### src/rtl/dws_pkg.sv
`timescale 1ns/1ps
package dws_pkg;
  typedef struct packed {
    logic start;
    logic stop;
    logic sclRise;
    logic sclFall;
  } busEv_t;

  typedef struct packed {
    logic shiftIn;
    logic loadPtr;
    logic incPtr;
    logic loadMsb;
    logic loadLsb;
    logic memPush;
    logic regPush;
    logic memCommit;
    logic ackOn;
    logic ackOff;
  } ctrlStrb_t;

  typedef enum logic [2:0] {ST_IDLE, ST_SLAVE, ST_SUB, ST_DATA, ST_SKIP} state_t;
  typedef enum logic {TGT_MEM, TGT_REG} target_t;
endpackage

### src/rtl/dws_datapath.sv
`timescale 1ns/1ps
module dws_datapath
  import dws_pkg::*;
#(
  parameter int PAGE_BITS    = 4,
  parameter int REG_IDX_BITS = 3
) (
  input  logic                    clk,
  input  logic                    rstN,
  input  logic                    sclIn,
  input  logic                    sdaIn,
  input  ctrlStrb_t               strb,
  output busEv_t                  ev,
  output logic [7:0]              rxByte,
  output logic                    sdaOe,
  output logic                    memWrValid,
  output logic [7:0]              memWrAddr,
  output logic [7:0]              memWrData,
  output logic                    memCommit,
  output logic                    regWrValid,
  output logic [REG_IDX_BITS-1:0] regWrIdx,
  output logic [15:0]             regWrData
);
  localparam int SYNC_LEN = 3;

  logic [SYNC_LEN-1:0] sclSync, sdaSync;
  logic [7:0] ptr, ptrNext, msbHold, lsbHold;

  // two synchronizing flops plus one history flop for edge detection
  always_ff @(posedge clk) begin
    if (!rstN) begin
      sclSync <= '1;
      sdaSync <= '1;
    end else begin
      sclSync <= {sclSync[SYNC_LEN-2:0], sclIn};
      sdaSync <= {sdaSync[SYNC_LEN-2:0], sdaIn};
    end
  end

  always_comb begin
    ev.sclRise = sclSync[1] & ~sclSync[2];
    ev.sclFall = ~sclSync[1] & sclSync[2];
    ev.start   = sclSync[1] & sclSync[2] & ~sdaSync[1] & sdaSync[2];
    ev.stop    = sclSync[1] & sclSync[2] & sdaSync[1] & ~sdaSync[2];
  end

  generate
    if (PAGE_BITS >= 8) begin : g_flatWrap
      assign ptrNext = ptr + 8'd1;
    end else begin : g_pageWrap
      logic [PAGE_BITS-1:0] lowNext;
      assign lowNext = ptr[PAGE_BITS-1:0] + 1'b1;
      assign ptrNext = {ptr[7:PAGE_BITS], lowNext};
    end
  endgenerate

  always_ff @(posedge clk) begin
    if (!rstN) begin
      rxByte     <= '0;
      ptr        <= '0;
      msbHold    <= '0;
      lsbHold    <= '0;
      sdaOe      <= 1'b0;
      memWrValid <= 1'b0;
      memWrAddr  <= '0;
      memWrData  <= '0;
      memCommit  <= 1'b0;
      regWrValid <= 1'b0;
      regWrIdx   <= '0;
      regWrData  <= '0;
    end else begin
      if (strb.shiftIn) rxByte <= {rxByte[6:0], sdaSync[1]};
      if (strb.loadPtr) ptr <= rxByte;
      else if (strb.incPtr) ptr <= ptrNext;
      if (strb.loadMsb) msbHold <= rxByte;
      if (strb.loadLsb) lsbHold <= rxByte;
      if (strb.ackOn) sdaOe <= 1'b1;
      else if (strb.ackOff) sdaOe <= 1'b0;
      memWrValid <= strb.memPush;
      if (strb.memPush) begin
        memWrAddr <= ptr;
        memWrData <= rxByte;
      end
      memCommit  <= strb.memCommit;
      regWrValid <= strb.regPush;
      if (strb.regPush) begin
        regWrIdx  <= ptr[REG_IDX_BITS-1:0];
        regWrData <= {msbHold, lsbHold};
      end
    end
  end
endmodule

### src/rtl/dws_control.sv
`timescale 1ns/1ps
module dws_control
  import dws_pkg::*;
#(
  parameter logic [6:0] MEM_ID = 7'h50,
  parameter logic [6:0] REG_ID = 7'h18
) (
  input  logic       clk,
  input  logic       rstN,
  input  busEv_t     ev,
  input  logic [7:0] rxByte,
  input  logic       memBusy,
  output ctrlStrb_t  strb
);
  localparam logic [3:0] BYTE_BITS = 4'd8;

  state_t     state, stateN;
  target_t    target, targetN;
  logic [3:0] bitCnt, bitCntN;
  logic       ackPhase, ackPhaseN;
  logic [1:0] dataCnt, dataCntN;
  logic       memDirty, memDirtyN;

  always_comb begin
    strb      = '0;
    stateN    = state;
    targetN   = target;
    bitCntN   = bitCnt;
    ackPhaseN = ackPhase;
    dataCntN  = dataCnt;
    memDirtyN = memDirty;
    if (ev.start) begin
      stateN      = ST_SLAVE;
      bitCntN     = '0;
      ackPhaseN   = 1'b0;
      dataCntN    = '0;
      memDirtyN   = 1'b0;
      strb.ackOff = 1'b1;
    end else if (ev.stop) begin
      if (state == ST_DATA) begin
        strb.regPush   = (target == TGT_REG) && (dataCnt == 2'd2);
        strb.memCommit = (target == TGT_MEM) && memDirty;
      end
      stateN      = ST_IDLE;
      bitCntN     = '0;
      ackPhaseN   = 1'b0;
      dataCntN    = '0;
      memDirtyN   = 1'b0;
      strb.ackOff = 1'b1;
    end else if (state == ST_SLAVE || state == ST_SUB || state == ST_DATA) begin
      if (ev.sclRise && !ackPhase && bitCnt < BYTE_BITS) begin
        strb.shiftIn = 1'b1;
        bitCntN      = bitCnt + 4'd1;
      end else if (ev.sclFall && !ackPhase && bitCnt == BYTE_BITS) begin
        ackPhaseN = 1'b1;
        unique case (state)
          ST_SLAVE: begin
            if (!rxByte[0] && !memBusy && rxByte[7:1] == MEM_ID) begin
              strb.ackOn = 1'b1;
              targetN    = TGT_MEM;
              stateN     = ST_SUB;
            end else if (!rxByte[0] && !memBusy && rxByte[7:1] == REG_ID) begin
              strb.ackOn = 1'b1;
              targetN    = TGT_REG;
              stateN     = ST_SUB;
            end else begin
              stateN = ST_SKIP;
            end
          end
          ST_SUB: begin
            strb.ackOn   = 1'b1;
            strb.loadPtr = 1'b1;
            dataCntN     = '0;
            stateN       = ST_DATA;
          end
          default: begin
            if (target == TGT_MEM) begin
              strb.ackOn   = 1'b1;
              strb.memPush = 1'b1;
              strb.incPtr  = 1'b1;
              memDirtyN    = 1'b1;
            end else if (dataCnt == 2'd0) begin
              strb.ackOn   = 1'b1;
              strb.loadMsb = 1'b1;
              dataCntN     = 2'd1;
            end else if (dataCnt == 2'd1) begin
              strb.ackOn   = 1'b1;
              strb.loadLsb = 1'b1;
              dataCntN     = 2'd2;
            end
          end
        endcase
      end else if (ev.sclFall && ackPhase) begin
        ackPhaseN   = 1'b0;
        bitCntN     = '0;
        strb.ackOff = 1'b1;
      end
    end
  end

  always_ff @(posedge clk) begin
    if (!rstN) begin
      state    <= ST_IDLE;
      target   <= TGT_MEM;
      bitCnt   <= '0;
      ackPhase <= 1'b0;
      dataCnt  <= '0;
      memDirty <= 1'b0;
    end else begin
      state    <= stateN;
      target   <= targetN;
      bitCnt   <= bitCntN;
      ackPhase <= ackPhaseN;
      dataCnt  <= dataCntN;
      memDirty <= memDirtyN;
    end
  end
endmodule

### src/rtl/dual_wr_slave.sv
`timescale 1ns/1ps
module dual_wr_slave
  import dws_pkg::*;
#(
  parameter logic [6:0] MEM_ID       = 7'h50,
  parameter logic [6:0] REG_ID       = 7'h18,
  parameter int         PAGE_BITS    = 4,
  parameter int         REG_IDX_BITS = 3
) (
  input  logic                    clk,
  input  logic                    rstN,
  input  logic                    sclIn,
  input  logic                    sdaIn,
  input  logic                    memBusy,
  output logic                    sdaOe,
  output logic                    memWrValid,
  output logic [7:0]              memWrAddr,
  output logic [7:0]              memWrData,
  output logic                    memCommit,
  output logic                    regWrValid,
  output logic [REG_IDX_BITS-1:0] regWrIdx,
  output logic [15:0]             regWrData
);
  busEv_t     ev;
  ctrlStrb_t  strb;
  logic [7:0] rxByte;

  dws_control #(.MEM_ID(MEM_ID), .REG_ID(REG_ID)) u_ctrl (
    .clk(clk), .rstN(rstN), .ev(ev), .rxByte(rxByte), .memBusy(memBusy), .strb(strb)
  );

  dws_datapath #(.PAGE_BITS(PAGE_BITS), .REG_IDX_BITS(REG_IDX_BITS)) u_dp (
    .clk(clk), .rstN(rstN), .sclIn(sclIn), .sdaIn(sdaIn), .strb(strb), .ev(ev),
    .rxByte(rxByte), .sdaOe(sdaOe), .memWrValid(memWrValid), .memWrAddr(memWrAddr),
    .memWrData(memWrData), .memCommit(memCommit), .regWrValid(regWrValid),
    .regWrIdx(regWrIdx), .regWrData(regWrData)
  );
endmodule

### config.mk
export PLATFORM = sky130hd
export DESIGN_NAME = dual_wr_slave
export DESIGN_NICKNAME = d
export VERILOG_FILES = /design/src/rtl/dws_pkg.sv /design/src/rtl/dws_datapath.sv /design/src/rtl/dws_control.sv /design/src/rtl/dual_wr_slave.sv
export SDC_FILE = /design/constraint.sdc
export NUM_CORES = 1
export LEC_CHECK = 0
export BUFFER_PORTS_ARGS = -buffer_cell sky130_fd_sc_hd__clkbuf_2
export CORE_AREA = 2 2 92 94
export CTS_CLUSTER_SIZE = 20
export DETAILED_ROUTE_END_ITERATION = 12
export DIE_AREA = 0 0 94 96
export HOLD_SLACK_MARGIN = 0.15
export SYNTH_ARGS = -nofsm -noshare
export SYNTH_HDL_FRONTEND = slang
export SYNTH_SLANG_ARGS = --single-unit
### constraint.sdc
create_clock -name clk -period 3.2 [get_ports clk]
set_clock_uncertainty 0.05 [all_clocks]
set_input_delay 0.32 -clock clk [delete_from_list [all_inputs] [get_ports clk]]
set_output_delay 0.32 -clock clk [all_outputs]
set_load 0.01 [all_outputs]
==> impl_metrics.env <==
export IMPL_syn_avg_cell_area_um2=9.51
export IMPL_dp_cells=496
export IMPL_finalCriticalPeriod_ps=2100
export IMPL_yosys_mux_area_fraction_pct=14.6
export IMPL_final_area_um2=4020
export IMPL_p_leak_uw=0.00166
export IMPL_synth_top_cell_by_area="dfxtp_1"
export IMPL_synthAdderAreaFrac_pct=1.07
export IMPL_finalWirelength_mm=7.19
export IMPL_layout_nets=412
export IMPL_syn_cell_area_um2=3500
export IMPL_synth_nets=376
export IMPL_yosysWarningCount=0
export IMPL_slew_headroom_pct=42.6
export IMPL_antenna_cells=0
export IMPL_cts_sinks=89
export IMPL_grt_max_degree=37
export IMPL_core_area_um2=8050
export IMPL_first_iter_violations=150
export IMPL_dpl_worst_slack_ps=1090
export IMPL_drt_wirelength_per_cell_um=14.0
export IMPL_dr_pass1_iters=4
export IMPL_final_util_pct=49.9
export IMPL_clkLatencyLatePin_ps=360
export IMPL_hold_path_class="primary input to register"
export IMPL_clkTransAtPathRegs_ps=80
export IMPL_p_per_area_nw_per_um2=502
export IMPL_drv_slew=0
export IMPL_synth_xor_xnor_area_share_pct=0.751
export IMPL_drcViolationCount=0
export IMPL_first_global_vias=2439
export IMPL_synth_top_area_share_pct=50.9
export IMPL_synth_seq_cells=89
export IMPL_setup_slack_ps=1100
export IMPL_die_h_um=96
export IMPL_drt_vias_per_instance=5.15
export IMPL_synth_cell_types=41
export IMPL_crit_required_ps=3390
export IMPL_start_kind="register"
export IMPL_max_cap_viol_count=0
export IMPL_dp_hpwl_mm=4.80
export IMPL_fmax_ghz=0.475
export IMPL_cp_arrival_ps=2300
export IMPL_portBuffers=43
export IMPL_end_kind="register"
export IMPL_tns_ps=0
export IMPL_grt_pass1_wl_mm=11.9
export IMPL_area_growth_pct=14.8
export IMPL_synth_edff_count=0
export IMPL_drt_antenna_violating_nets=0
export IMPL_io_pins=44
export IMPL_synth_compound_area_share_pct=7.86
export IMPL_die_x_um=94
export IMPL_yosys_area_share_simple_pct=20.7
export IMPL_fin_crit_sh_pct=65.8
export IMPL_cts_buffers=9
export IMPL_final_cell_mix="89 x dfxtp_1, 55 x nor2_1, 51 x mux2i_1"
export IMPL_rsz0062_at_grt="false"
export IMPL_grt_antenna_before_repair=0
export IMPL_synth_seq_area_share_pct=50.9
export IMPL_hold_viol=0
export IMPL_final_common_cell="dfxtp_1"
export IMPL_layout_drive_gt1_share_pct=17.2
export IMPL_start_util_pct=43.5
export IMPL_synthArstFlopShare_pct=0
export IMPL_via_count=2642
export IMPL_tritoncts="built"
export IMPL_criticalPathCategory="register to register"
export IMPL_synth_top_family_by_area="simple AND/OR/NAND/NOR gates"
export IMPL_track_usage_pct=17.1
export IMPL_overflow=0
export IMPL_rows=33
export IMPL_h_tree_depth=3
export IMPL_outcome="completed"
export IMPL_ys_flop_type="dfxtp_1"
export IMPL_place_congestion=0.748
export IMPL_worst_pin_slew_ps=854
export IMPL_fin_cells=513
export IMPL_dieArea_um2=9020
export IMPL_post_cts_buffers=0
export IMPL_placed_area_um2=3770
export IMPL_synth_area_top_cells="dfxtp_1 51%, mux2i_1 15%, nor2_1 5.9%, a21oi_1 3.7%, nand2_1 3.4%"
export IMPL_cts_root_buf="clkbuf_8"
export IMPL_clk_path_buf_depth=2
export IMPL_crit_fanout=12
export IMPL_finalSetupViolations=0
export IMPL_peakVddDrop_mv=0.217
export IMPL_synthCells=368
-- cell usage after synthesis, types with 2 or more instances --
master and number:
nor4b_1 2, a31o_2 2, nor2b_1 4, clkbuf_1 14, nand2_1 32, nor4bb_1 2
xor2_1 3, dfxtp_1 89, nand4b_1 3, or3_1 2, nor2_1 55, nand2b_1 8
inv_1 5, o21ai_0 11, and2_1 3, buf_2 4, nor3b_1 2, nand3_1 14
nor3_1 2, and4bb_2 2, a21oi_1 26, a31oi_1 2, mux2i_1 51, ha_1 3
buf_4 5, and3b_1 2, nand4_1 6
-- final timing paths --
kind | startpoint | end | slack, ps | cells past startpoint
setup reg to reg | u_ctrl.bitCnt[0] | u_dp.lsbHold[6] | 1100 | 6
setup / recovery | u_ctrl.bitCnt[0] | u_dp.lsbHold[6] | 1100 | 6
hold / removal | rstN | u_dp.sclSync[1] | 270 | 2
hold reg to reg | u_dp.sclSync[0] | u_dp.sclSync[1] | 360 | 1
-- critical path: stages, from the launching register on --
cell	delay [ps]
dfxtp_1	340
inv_1	80
ha_1	140
and4bb_2	410
nand4_1	570
mux2i_1	340
nor2_1	50
-- stage by stage --
stage	hold slack (ps)	power [uW]
after floorplan	336	1170
after detailed placement	346	1180
after global placement	353	1180
final	267	2020
after CTS	261	2040
after global routing	271	2090
-- sequential cells by signal, summed over array words and instances, names as in the netlist, 2 cells and up --
name / flops
u_dp.sdaSync: 3
u_dp.ptr: 8
u_dp.lsbHold: 8
u_dp.msbHold: 8
u_dp.memWrData: 8
u_dp.sclSync: 3
u_dp.rxByte: 8
u_ctrl.state: 3
u_dp.memWrAddr: 8
u_ctrl.dataCnt: 2
u_ctrl.bitCnt: 4
u_dp.regWrIdx: 3
u_dp.regWrData: 16
-- what timing repair did --
item,4_1_cts,5_1_grt
hold buffers,2,0
endpoints found under the hold margin,2,0
gates resized for setup,0,0
-- cell type report --
cell class,instances,area [um2]
fill,776,4030
clock inverter,5,87.6
inverter,6,22.5
multi-input combinational,249,1580
clock buffer,10,138
tap,105,131
sequential,89,1780
timing repair buffer,49,278
-- logic make-up after synthesis --
logic type	Yosys count
fa+ha+maj	3
flops	89
buf+inv	30
simple gates	144
xor+xnor	3
mux	51
compound gates	48
-- per-layer routing --
metal	wire length, um	vias up	part of all wire (%)	track usage, %
met5	0	-	0	0
met4	92	0	1.3	5.43
met3	254	11	3.5	4.54
met2	3240	42	45	27.4
met1	3600	1244	50	22.5
li1	-	1345	-	-
-- power breakdown --
part           switching, uW  total, uW  leakage [uW]  internal, uW
sequential              3.28       1110      0.000718          1110
combinational           30.4       42.0      0.000829          11.5
clock                    398        863      0.000111           465
Note: power is estimated with default switching activity, not from simulation.
